## config.mk

```make
export PLATFORM = sky130hd
export DESIGN_NAME = sysclk_gen
export DESIGN_NICKNAME = d
export VERILOG_FILES = /design/src/rtl/sysclk_pkg.sv /design/src/rtl/sysclk_regs.sv /design/src/rtl/sysclk_osc_ctl.sv /design/src/rtl/sysclk_chan.sv /design/src/rtl/sysclk_gen.sv
export SDC_FILE = /design/constraint.sdc
export NUM_CORES = 1
export LEC_CHECK = 0
export ABC_AREA = 1
export CAP_MARGIN = 20
export CORE_ASPECT_RATIO = 1.5
export CORE_MARGIN = 1.5
export CORE_UTILIZATION = 57
export CTS_CLUSTER_DIAMETER = 80
export DETAILED_ROUTE_END_ITERATION = 8
export GPL_ROUTABILITY_DRIVEN = 0
export PLACE_DENSITY = 0.84
export SLEW_MARGIN = 10
export SYNTH_ARGS = -nofsm -noshare
export SYNTH_HDL_FRONTEND = slang
export SYNTH_SLANG_ARGS = --single-unit
```

## constraint.sdc

```tcl
create_clock -name clk -period 4.3 [get_ports clk]
set_input_delay 0.43 -clock clk [delete_from_list [all_inputs] [get_ports clk]]
set_output_delay 0.43 -clock clk [all_outputs]
set_load 0.01 [all_outputs]
```

## src/rtl/sysclk_pkg.sv

```systemverilog
// Shared types and source-decoding helpers for the system clock generator.
// Assumes the oscillator index order DCO=0, first crystal=1, second crystal=2.
package sysclk_pkg;

    typedef enum logic [1:0] {
        SRC_DCO = 2'd0,
        SRC_XT1 = 2'd1,
        SRC_XT2 = 2'd2
    } src_e;

    localparam int NUM_OSC = 3;
    localparam int NUM_CH  = 3;
    localparam int CH_MAIN = 0;
    localparam int CH_SUB  = 1;
    localparam int CH_AUX  = 2;

    // Decode the 2-bit main select into a source.
    function automatic src_e main_source(input logic [1:0] sel, input bit three_osc);
        src_e s;
        case (sel)
            2'd2:    s = three_osc ? SRC_XT2 : SRC_XT1;
            2'd3:    s = SRC_XT1;
            default: s = SRC_DCO;
        endcase
        return s;
    endfunction

    // Decode the 1-bit sub-main select into a source.
    function automatic src_e sub_source(input logic sel, input bit three_osc);
        src_e s;
        if (!sel)          s = SRC_DCO;
        else if (three_osc) s = SRC_XT2;
        else               s = SRC_XT1;
        return s;
    endfunction

endpackage

```

## src/rtl/sysclk_regs.sv

```systemverilog
// Two byte-wide control registers with a write strobe and a combinational read.
// Register 0: [2:0] bias select, [3] second-crystal off, [5:4] aux divider.
// Register 1: [1:0] main select, [3:2] main divider, [4] sub select, [6:5] sub divider.
// Assumes writes are synchronous to clk; reserved bits read as zero.
module sysclk_regs #(
    parameter int          DIV_W     = 2,
    parameter logic [2:0]  RSEL_INIT = 3'd4
) (
    input  logic             clk,
    input  logic             rst_n,
    input  logic             wr_en,
    input  logic             wr_addr,
    input  logic [7:0]       wr_data,
    input  logic             rd_addr,
    output logic [7:0]       rd_data,
    output logic             xt2_off,
    output logic [DIV_W-1:0] aux_div,
    output logic [1:0]       main_sel,
    output logic [DIV_W-1:0] main_div,
    output logic             sub_sel,
    output logic [DIV_W-1:0] sub_div,
    output logic             wr_osc,
    output logic             wr_sys
);
    logic [2:0] rsel_q;

    assign wr_osc = wr_en && !wr_addr;
    assign wr_sys = wr_en &&  wr_addr;

    // Oscillator control register storage.
    always_ff @(posedge clk) begin
        if (!rst_n) begin
            rsel_q  <= RSEL_INIT;
            xt2_off <= 1'b1;
            aux_div <= '0;
        end else if (wr_osc) begin
            rsel_q  <= wr_data[2:0];
            xt2_off <= wr_data[3];
            aux_div <= wr_data[4 +: DIV_W];
        end
    end

    // System clock control register storage.
    always_ff @(posedge clk) begin
        if (!rst_n) begin
            main_sel <= '0;
            main_div <= '0;
            sub_sel  <= 1'b0;
            sub_div  <= '0;
        end else if (wr_sys) begin
            main_sel <= wr_data[1:0];
            main_div <= wr_data[2 +: DIV_W];
            sub_sel  <= wr_data[4];
            sub_div  <= wr_data[5 +: DIV_W];
        end
    end

    // Read multiplexer with reserved bits forced to zero.
    always_comb begin
        rd_data = '0;
        if (!rd_addr) begin
            rd_data[2:0]         = rsel_q;
            rd_data[3]           = xt2_off;
            rd_data[4 +: DIV_W]  = aux_div;
        end else begin
            rd_data[1:0]         = main_sel;
            rd_data[2 +: DIV_W]  = main_div;
            rd_data[4]           = sub_sel;
            rd_data[5 +: DIV_W]  = sub_div;
        end
    end

endmodule

```

## src/rtl/sysclk_osc_ctl.sv

```systemverilog
// Oscillator and DC-generator run requests. A software off request is
// overridden while the oscillator feeds a running main or sub-main clock.
// Assumes the gating inputs are synchronous to the reference clock.
module sysclk_osc_ctl
    import sysclk_pkg::*;
#(
    parameter bit THREE_OSC = 1'b1
) (
    input  logic [1:0] main_sel,
    input  logic       sub_sel,
    input  logic       cpu_off,
    input  logic       smclk_off,
    input  logic       xt1_off,
    input  logic       xt2_off,
    input  logic       dcgen_off,
    output logic       xt1_en,
    output logic       xt2_en,
    output logic       dco_en,
    output logic       dcgen_en
);
    src_e m_src;
    src_e s_src;
    logic main_run;
    logic sub_run;

    // Work out which source each running clock needs and raise requests.
    always_comb begin
        m_src    = main_source(main_sel, THREE_OSC);
        s_src    = sub_source(sub_sel, THREE_OSC);
        main_run = !cpu_off;
        sub_run  = !smclk_off;
        xt1_en   = !xt1_off || (main_run && m_src == SRC_XT1) || (sub_run && s_src == SRC_XT1);
        xt2_en   = THREE_OSC &&
                   (!xt2_off || (main_run && m_src == SRC_XT2) || (sub_run && s_src == SRC_XT2));
        dco_en   = (main_run && m_src == SRC_DCO) || (sub_run && s_src == SRC_DCO);
        dcgen_en = dco_en || !dcgen_off;
    end

endmodule

```

## src/rtl/sysclk_chan.sv

```systemverilog
// One clock output channel: source multiplexer, power-of-two divider and gate.
// A pending reconfiguration is applied only while the output and both the old
// and new sources are low; the divider then restarts from zero. The gate is
// only updated while the divided phase is low, so pulses are never cut short.
// Assumes source levels are already synchronised to clk.
module sysclk_chan
    import sysclk_pkg::*;
#(
    parameter int DIV_W = 2
) (
    input  logic               clk,
    input  logic               rst_n,
    input  logic [NUM_OSC-1:0] src_lvl,
    input  src_e               req_src,
    input  logic [DIV_W-1:0]   req_div,
    input  logic               reload,
    input  logic               run,
    output logic               clk_o,
    output logic               sw_o
);
    localparam int CNT_W = (1 << DIV_W) - 1;

    src_e             cur_q;
    logic [DIV_W-1:0] div_q;
    logic [CNT_W-1:0] cnt_q;
    logic [CNT_W-1:0] cnt_nx;
    logic [CNT_W-1:0] cnt_sh;
    logic             prev_q;
    logic             ph_q;
    logic             ph_nx;
    logic             en_q;
    logic             en_nx;
    logic             pend_q;
    logic             cur_lvl;
    logic             new_lvl;
    logic             rise;

    // Pick the level of a given source.
    function automatic logic pick(input logic [NUM_OSC-1:0] lvl, input src_e s);
        case (s)
            SRC_XT1: return lvl[1];
            SRC_XT2: return lvl[2];
            default: return lvl[0];
        endcase
    endfunction

    // Next divider state and switch decision.
    always_comb begin
        cur_lvl = pick(src_lvl, cur_q);
        new_lvl = pick(src_lvl, req_src);
        rise    = cur_lvl && !prev_q;
        sw_o    = pend_q && !ph_q && !cur_lvl && !new_lvl;
        cnt_nx  = rise ? cnt_q + 1'b1 : cnt_q;
        cnt_sh  = cnt_nx >> (div_q - 1'b1);
        if (sw_o)             ph_nx = 1'b0;
        else if (div_q == '0) ph_nx = cur_lvl;
        else                  ph_nx = cnt_sh[0];
        en_nx   = ph_q ? en_q : run;
    end

    // Divider, phase, gate and configuration registers.
    always_ff @(posedge clk) begin
        if (!rst_n) begin
            cur_q  <= SRC_DCO;
            div_q  <= '0;
            cnt_q  <= '0;
            prev_q <= 1'b0;
            ph_q   <= 1'b0;
            en_q   <= 1'b0;
            pend_q <= 1'b1;
            clk_o  <= 1'b0;
        end else begin
            en_q  <= en_nx;
            clk_o <= ph_nx && en_nx;
            ph_q  <= ph_nx;
            if (sw_o) begin
                cur_q  <= req_src;
                div_q  <= req_div;
                cnt_q  <= '0;
                prev_q <= new_lvl;
                pend_q <= reload;
            end else begin
                cnt_q  <= cnt_nx;
                prev_q <= cur_lvl;
                if (reload) pend_q <= 1'b1;
            end
        end
    end

endmodule

```

## src/rtl/sysclk_gen.sv

```systemverilog
// Top of the multi-source system clock generator. Synchronises the three
// oscillator levels, holds the control registers, raises oscillator run
// requests and drives three glitch-free divided and gated clock outputs.
// Assumes clk is several times faster than the fastest oscillator.
module sysclk_gen
    import sysclk_pkg::*;
#(
    parameter bit THREE_OSC   = 1'b1,
    parameter int SYNC_STAGES = 2,
    parameter int DIV_W       = 2
) (
    input  logic       clk,
    input  logic       rst_n,
    input  logic       osc_dco,
    input  logic       osc_xt1,
    input  logic       osc_xt2,
    input  logic       cpu_off,
    input  logic       smclk_off,
    input  logic       dcgen_off,
    input  logic       xt1_off,
    input  logic       wr_en,
    input  logic       wr_addr,
    input  logic [7:0] wr_data,
    input  logic       rd_addr,
    output logic [7:0] rd_data,
    output logic       mclk,
    output logic       smclk,
    output logic       aclk,
    output logic       dco_en,
    output logic       dcgen_en,
    output logic       xt1_en,
    output logic       xt2_en
);
    logic [NUM_OSC-1:0]     osc_in;
    logic [NUM_OSC-1:0]     osc_lvl;
    logic [SYNC_STAGES-1:0] sync_q [NUM_OSC];

    logic             cfg_xt2_off;
    logic [DIV_W-1:0] cfg_aux_div;
    logic [1:0]       cfg_main_sel;
    logic [DIV_W-1:0] cfg_main_div;
    logic             cfg_sub_sel;
    logic [DIV_W-1:0] cfg_sub_div;
    logic             wr_osc;
    logic             wr_sys;

    src_e             ch_src    [NUM_CH];
    logic [DIV_W-1:0] ch_div    [NUM_CH];
    logic             ch_reload [NUM_CH];
    logic             ch_run    [NUM_CH];
    logic             ch_out    [NUM_CH];
    logic             ch_sw     [NUM_CH];

    assign osc_in = {osc_xt2, osc_xt1, osc_dco};

    // Bring each oscillator level into the reference clock domain.
    for (genvar g = 0; g < NUM_OSC; g++) begin : g_sync
        always_ff @(posedge clk) begin
            if (!rst_n) sync_q[g] <= '0;
            else        sync_q[g] <= {sync_q[g][SYNC_STAGES-2:0], osc_in[g]};
        end
        assign osc_lvl[g] = sync_q[g][SYNC_STAGES-1];
    end

    sysclk_regs #(.DIV_W(DIV_W)) u_regs (
        .clk      (clk),
        .rst_n    (rst_n),
        .wr_en    (wr_en),
        .wr_addr  (wr_addr),
        .wr_data  (wr_data),
        .rd_addr  (rd_addr),
        .rd_data  (rd_data),
        .xt2_off  (cfg_xt2_off),
        .aux_div  (cfg_aux_div),
        .main_sel (cfg_main_sel),
        .main_div (cfg_main_div),
        .sub_sel  (cfg_sub_sel),
        .sub_div  (cfg_sub_div),
        .wr_osc   (wr_osc),
        .wr_sys   (wr_sys)
    );

    sysclk_osc_ctl #(.THREE_OSC(THREE_OSC)) u_osc_ctl (
        .main_sel  (cfg_main_sel),
        .sub_sel   (cfg_sub_sel),
        .cpu_off   (cpu_off),
        .smclk_off (smclk_off),
        .xt1_off   (xt1_off),
        .xt2_off   (cfg_xt2_off),
        .dcgen_off (dcgen_off),
        .xt1_en    (xt1_en),
        .xt2_en    (xt2_en),
        .dco_en    (dco_en),
        .dcgen_en  (dcgen_en)
    );

    // Per-channel requests: source, divider, reload strobe and run gate.
    always_comb begin
        ch_src[CH_MAIN]    = main_source(cfg_main_sel, THREE_OSC);
        ch_src[CH_SUB]     = sub_source(cfg_sub_sel, THREE_OSC);
        ch_src[CH_AUX]     = SRC_XT1;
        ch_div[CH_MAIN]    = cfg_main_div;
        ch_div[CH_SUB]     = cfg_sub_div;
        ch_div[CH_AUX]     = cfg_aux_div;
        ch_reload[CH_MAIN] = wr_sys;
        ch_reload[CH_SUB]  = wr_sys;
        ch_reload[CH_AUX]  = wr_osc;
        ch_run[CH_MAIN]    = !cpu_off;
        ch_run[CH_SUB]     = !smclk_off;
        ch_run[CH_AUX]     = 1'b1;
    end

    for (genvar c = 0; c < NUM_CH; c++) begin : g_ch
        sysclk_chan #(.DIV_W(DIV_W)) u_chan (
            .clk     (clk),
            .rst_n   (rst_n),
            .src_lvl (osc_lvl),
            .req_src (ch_src[c]),
            .req_div (ch_div[c]),
            .reload  (ch_reload[c]),
            .run     (ch_run[c]),
            .clk_o   (ch_out[c]),
            .sw_o    (ch_sw[c])
        );
    end

    assign mclk  = ch_out[CH_MAIN];
    assign smclk = ch_out[CH_SUB];
    assign aclk  = ch_out[CH_AUX];

endmodule

```

* After elaboration in Yosys (flattened, before gate mapping) *
Memory sizes are Yosys's and may differ from the RTL's.
Index checks and enable logic that the tools add are counted.
Widths: inputs -> output; s select.

cells by class
  bitwise logic cells = 4
  add/subtract/negate cells = 6
  shift operators = 3
  reductions and logical operators = 58
  multiplexer cells = 34
  equality and inequality tests = 10

operator list
  operator             number
  $logic_and 1x1->1    23
  $mux 1               21
  $logic_not 1->1      18
  $eq 2x2->1 const B   6
  $logic_not 2->1      5
  $add 3x1->3 const B  3
  $mux 3               3
  $shr 3x2->1          3
  $eq 2x1->1 const B   4
  $mux 2               4
  $pmux 1 s2           4
  $logic_or 1x1->1     6
  $mux 6               1
  $reduce_bool 2->1    3
  $reduce_or 2->1      3
  $sub 2x1->2 const B  3
  $pmux 2 s2           1
  $or 1x1->1           3
  $not 1->1            1

storage, ports and cells
  memories kept = 1
  bits in registers = 48
  RAM bits = 6

memories
  name    words  bits a word  read ports  clocked after Yosys merged registers in  wr ports  line              source
  sync_q  3      2            3           0                                        3         sysclk_gen.sv:36  logic [SYNC_STAGES-1:0] sync_q [NUM_OSC];

* Longest topological paths before layout *
  depth after elaboration = 8
  depth in mapped cells = 12
  mapped depth without buffers = 12

* By module *
A second synthesis with hierarchy kept.

unflattened totals
  cell total of the unflattened synthesis = 398
  area total of the unflattened synthesis = 2881.5 sq um

modules (own cells, without submodules)
  module          cells an instance  area an instance (sq um)  seq. area each (sq um)  instances
  sysclk_chan     89                 674.4                     240.2                   3
  sysclk_regs     91                 604.3                     260.2                   1
  sysclk_gen      26                 195.2                     120.1                   1
  sysclk_osc_ctl  14                 58.8                      0.0                     1

* Least setup slack after synthesis *
No wires, ideal clock.

  path type = reg2reg
  from = register g_ch[0].u_chan.cur_q[0]
  to = register g_ch[0].u_chan.ph_q
  cell stages (with the launch flop) = 13
  library setup time = 118 ps
  period minus slack after synthesis = 1403 ps
  arrival = 1285 ps
  buffers on the path = 0
  path slack = 2897 ps
  path through = dfxtp_1 -> inv_1 -> ha_1 -> inv_1 -> nand3_2 -> nand3_2 -> nand2_1 -> nand3_1 -> nand3_1 -> nand2_1 -> nand2_1 -> nand2_1 -> nor2_1

on the way
  longest elaborated chain between the ends = 7

ends and longest elaborated chain
  item                                      line               source
  start: declaration                        sysclk_chan.sv:23  src_e cur_q;
  start signal: assignment                  sysclk_chan.sv:77  cur_q <= req_src;
  $eq 2x2->1 or $eq 2x1->1 (tied branches)  sysclk_chan.sv:40  case (s)
  $pmux 1 s2 *                              sysclk_chan.sv:40
  $logic_and 1x1->1                         sysclk_chan.sv:51  rise = cur_lvl && !prev_q;
  $mux 3                                    sysclk_chan.sv:53  cnt_nx = rise ? cnt_q + 1'b1 : cnt_q;
  $shr 3x2->1                               sysclk_chan.sv:54  cnt_sh = cnt_nx >> (div_q - 1'b1);
  $mux 1                                    sysclk_chan.sv:56  else if (div_q == '0) ph_nx = cur_lvl;
  $mux 1 *                                  sysclk_chan.sv:55  if (sw_o) ph_nx = 1'b0;
  end signal: assignment                    sysclk_chan.sv:75  ph_q <= ph_nx;
  end: declaration                          sysclk_chan.sv:29  logic ph_q;

Mark *: on every way between the ends. The rest lies on a longest branch, timed or not.
A chain may end at the register's enable or synchronous reset.

* Worst setup path in the final report *
  from = input port rd_addr
  to = output port rd_data[0]

on the way
  longest elaborated chain between the ends = 1

ends and longest elaborated chain
  item                line               source
  start: declaration  sysclk_gen.sv:24   input logic rd_addr,
  $mux 6              sysclk_regs.sv:61  if (!rd_addr) begin
  end: declaration    sysclk_gen.sv:25   output logic [7:0] rd_data,

No other way between the ends.

==> summary.txt <==
CTS Sinks: 53
Start of the worst register-to-register path: g_ch[0].u_chan.cur_q[0]$_SDFFE_PN0P_
Slowest CP cell: clkdlybuf4s50_1
Synth cell count leaders: 56 x nand2_1, 53 x dfxtp_1, 53 x inv_1
Die Ht: 81.0 um
Die Area: 4460 um2
Root buffer cell: clkbuf_8
Top FF cell, synth: dfxtp_1
Worst skew pair latency: 0.31 ns
Setup_tns: 0 ns
Core Area: 3920 um2
Wire per inst: 11.7 um
Setup bufs post-CTS: 0
Placed Area: 2670 um2
Post-Route WL: 4580 um
Clk buf depth: 2
Die width: 55.0 um
Register area share after synthesis: 45.9%
Status: complete, no violations
RSZ-0062 raised after global routing: no
R2r endpoint: g_ch[0].u_chan.cur_q[0]$_SDFFE_PN0P_
Cell taking the most area after synthesis: dfxtp_1
Most frequent cell after synthesis: nand2_1
Largest family of logic cells by synthesized area: simple AND/OR/NAND/NOR gates
Post-route ant nets: 0
Area of the multi-input gates: 1010 um2
Mux contribution to synthesized area: 0%
Buffers added on ports: 32
Max cap viols: 0
Hold worst-path end: sync_q[1][1]$_SDFF_PN0_
Worst Hold Slack: 0.421 ns
Via/cell ratio: 5.15
Hold Crit Class: flop to flop
Top post-synthesis cells by area: dfxtp_1 46%, nand2_1 9.1%, inv_1 8.6%
Yosys reg bits: 53
Initial antenna violation count: 0
EDFF count, synth: 0
Final-report max-slew violation count: 0
Hold path depth: 2
Crit path kind: input port to output port
Post-CTS sizing: 0
# H-tree levels: 2
DP Wirelength: 3370 um
Inserted Clock Buffers: 5
Row cnt: 28
Vias after detailed routing: 2,015
Yosys cell types: 30
Reg clk slew, reported paths: 0.09 ns
Worst vdd ir: 358 uV
Setup-failing EPs final: 0
Syn Inst Count: 312
Synth-to-Final Area Change: 20.3%
Io pins: 35
Tmin final: 2.44 ns
Crit-path max FO: 13
Ys async rst share: 0%
Total grt overflow: 0
Initial Utilization: 59.0%
Arr. time, crit path: 2.01 ns
Ant. Diodes: 0
Synth Area in Compound Gates: 13.8%
First-pass GRT wire length: 7670 um
Reg area: 1060 um2
Avg Inst Size Synth: 7.41 um2
Drt drc: 0
Data required, critical path: 3.87 ns
Nets: 373
Fillers: 301
CTS tree: yes
Post-route cell area: 2780 um2
Worst Hold Launch: sync_q[1][0]$_SDFF_PN0_
Adder-Cell Fraction of Synth Area: 4.33%
CP Cell Sequence: clkdlybuf4s50_1 > nor2_1 > a21oi_1 > clkdlybuf4s50_1
Post-synthesis simple-gate area fraction: 23.5%
Cell Area, Synth: 2310 um2
Share of cells above drive strength 1: 6.94%
Initial drt markers: 44
CP Capture Type: output port
R2r worst-path depth: 8
R2r setup slk: 2.69 ns
PwrDens: 484 nW/um2
Pre-antenna DRT Iters: 4
# hold bufs at CTS: 0
All-Layer GR Usage: 23.6%
Largest stage delay, worst path: 0.75 ns
Post-Synthesis Net Count: 340
Kind of start point of the critical path: input port
Final hold vios: 0
P_leak: 0.00128 uW
Crit-path most repeated cell: clkdlybuf4s50_1
Number of global-route vias before repair: 1,852
Fin crit share: 56.7%
Post-Route Skew: 0.00403 ns
Fmax: 410 MHz
Power, Total: 1350 uW
Xor-xnor portion of the synthesized cell area: 1.89%
Top cell type's share of synthesized area: 45.9%
Pin count of the biggest net entering global routing: 35
Number of synthesis warnings: 0
## per-stage QoR
step | setup WS [ns] | utilization [%] | cells
after CTS | 1.88 | 70.9 | 391
after global placement | 1.94 | 68.0 | 383
after global routing | 1.81 | 70.9 | 391
final | 1.86 | 70.9 | 391
after detailed placement | 1.91 | 68.0 | 383
after floorplan | 2.90 | - | 312
## power breakdown
| group | internal (uW) | total (uW) | switching [uW] | leakage, uW |
|---|---|---|---|---|
| Clock | 190 | 344 | 154 | 0.0000585 |
| Combinational | 160 | 403 | 243 | 0.000784 |
| Sequential | 561 | 599 | 37.7 | 0.000436 |
| Total | 911 | 1350 | 435 | 0.00128 |
## area by class of cell
cell class	instances	share of cell area, %
clock buffers	7	3.10
multi-input cells	196	36.3
repair buffers	33	11.8
clock inverters	1	1.08
flip-flops and latches	53	38.1
well taps	45	2.02
inverters	56	7.55
## sequential cells by signal, indices dropped and copies added, names as in the netlist
| name | flops |
|---|---|
| g_ch.u_chan.en_q | 3 |
| g_ch.u_chan.prev_q | 3 |
| u_regs.aux_div | 2 |
| g_ch.u_chan.ph_q | 3 |
| u_regs.sub_sel | 1 |
| sync_q | 6 |
| g_ch.u_chan.clk_o | 3 |
| u_regs.sub_div | 2 |
| u_regs.main_sel | 2 |
| u_regs.main_div | 2 |
| g_ch.u_chan.pend_q | 3 |
| u_regs.rsel_q | 3 |
| u_regs.xt2_off | 1 |
| g_ch.u_chan.div_q | 6 |
| g_ch.u_chan.cnt_q | 9 |
| g_ch.u_chan.cur_q | 4 |
## worst max-delay path by stage
stage                                    startpoint                             end  slack (ns)  cells past startpoint
6_report                                    rd_addr                      rd_data[0]        1.86                      4
4_1_cts                                     rd_addr                      rd_data[0]        1.88                      4
3_3_place_gp                                rd_addr                      rd_data[0]        1.94                      4
2_1_floorplan  g_ch[0].u_chan.cur_q[0]$_SDFFE_PN0P_  g_ch[0].u_chan.ph_q$_SDFF_PN0_        2.90                     12
5_1_grt                                     rd_addr                      rd_data[0]        1.81                      4
3_5_place_dp                                rd_addr                      rd_data[5]        1.91                      4
## placed cells by master, fill, tap and decap left out
cell type / count
nand2_2: 4
xor2_1: 2
nor3_2: 1
o211ai_1: 3
a21oi_1: 18
buf_4: 1
bufinv_16: 1
o21ai_4: 1
or2_2: 2
clkbuf_8: 6
nand2_4: 1
nand3_1: 11
nand4_2: 1
clkinv_1: 1
nand2_1: 56
dfxtp_1: 53
nand4_1: 3
a211oi_2: 1
o21ai_1: 5
ha_1: 8
clkbuf_1: 1
clkdlybuf4s50_1: 32
o21ai_2: 1
o221ai_1: 2
xnor2_1: 3
inv_2: 2
nor2_1: 45
o22ai_1: 1
inv_1: 53
conb_1: 1
nand3_2: 2
o21ai_0: 24
## kinds of logic after synthesis
kind of cell / Yosys count
and+or+nand+nor: 126
xor gates and xnor gates: 5
DFF: 53
adders and majority gates: 8
AOI/OAI and AO/OA: 56
buffers and inverters: 63
other: 1
## metal layers
layer,track usage [%],vias up,share of wire (%)
li1,-,1040,-
met2,39.6,51,52
met1,27.5,912,40
met5,0,-,0
met4,11.2,0,2.8
met3,5.15,12,4.5
## critical path: cells and delay by family
family / cells / cell delay, ns
simple gates: 1 / 0.10
buf+inv: 2 / 1.31
compound gates: 1 / 0.16
(Power assumes the default switching activity.)
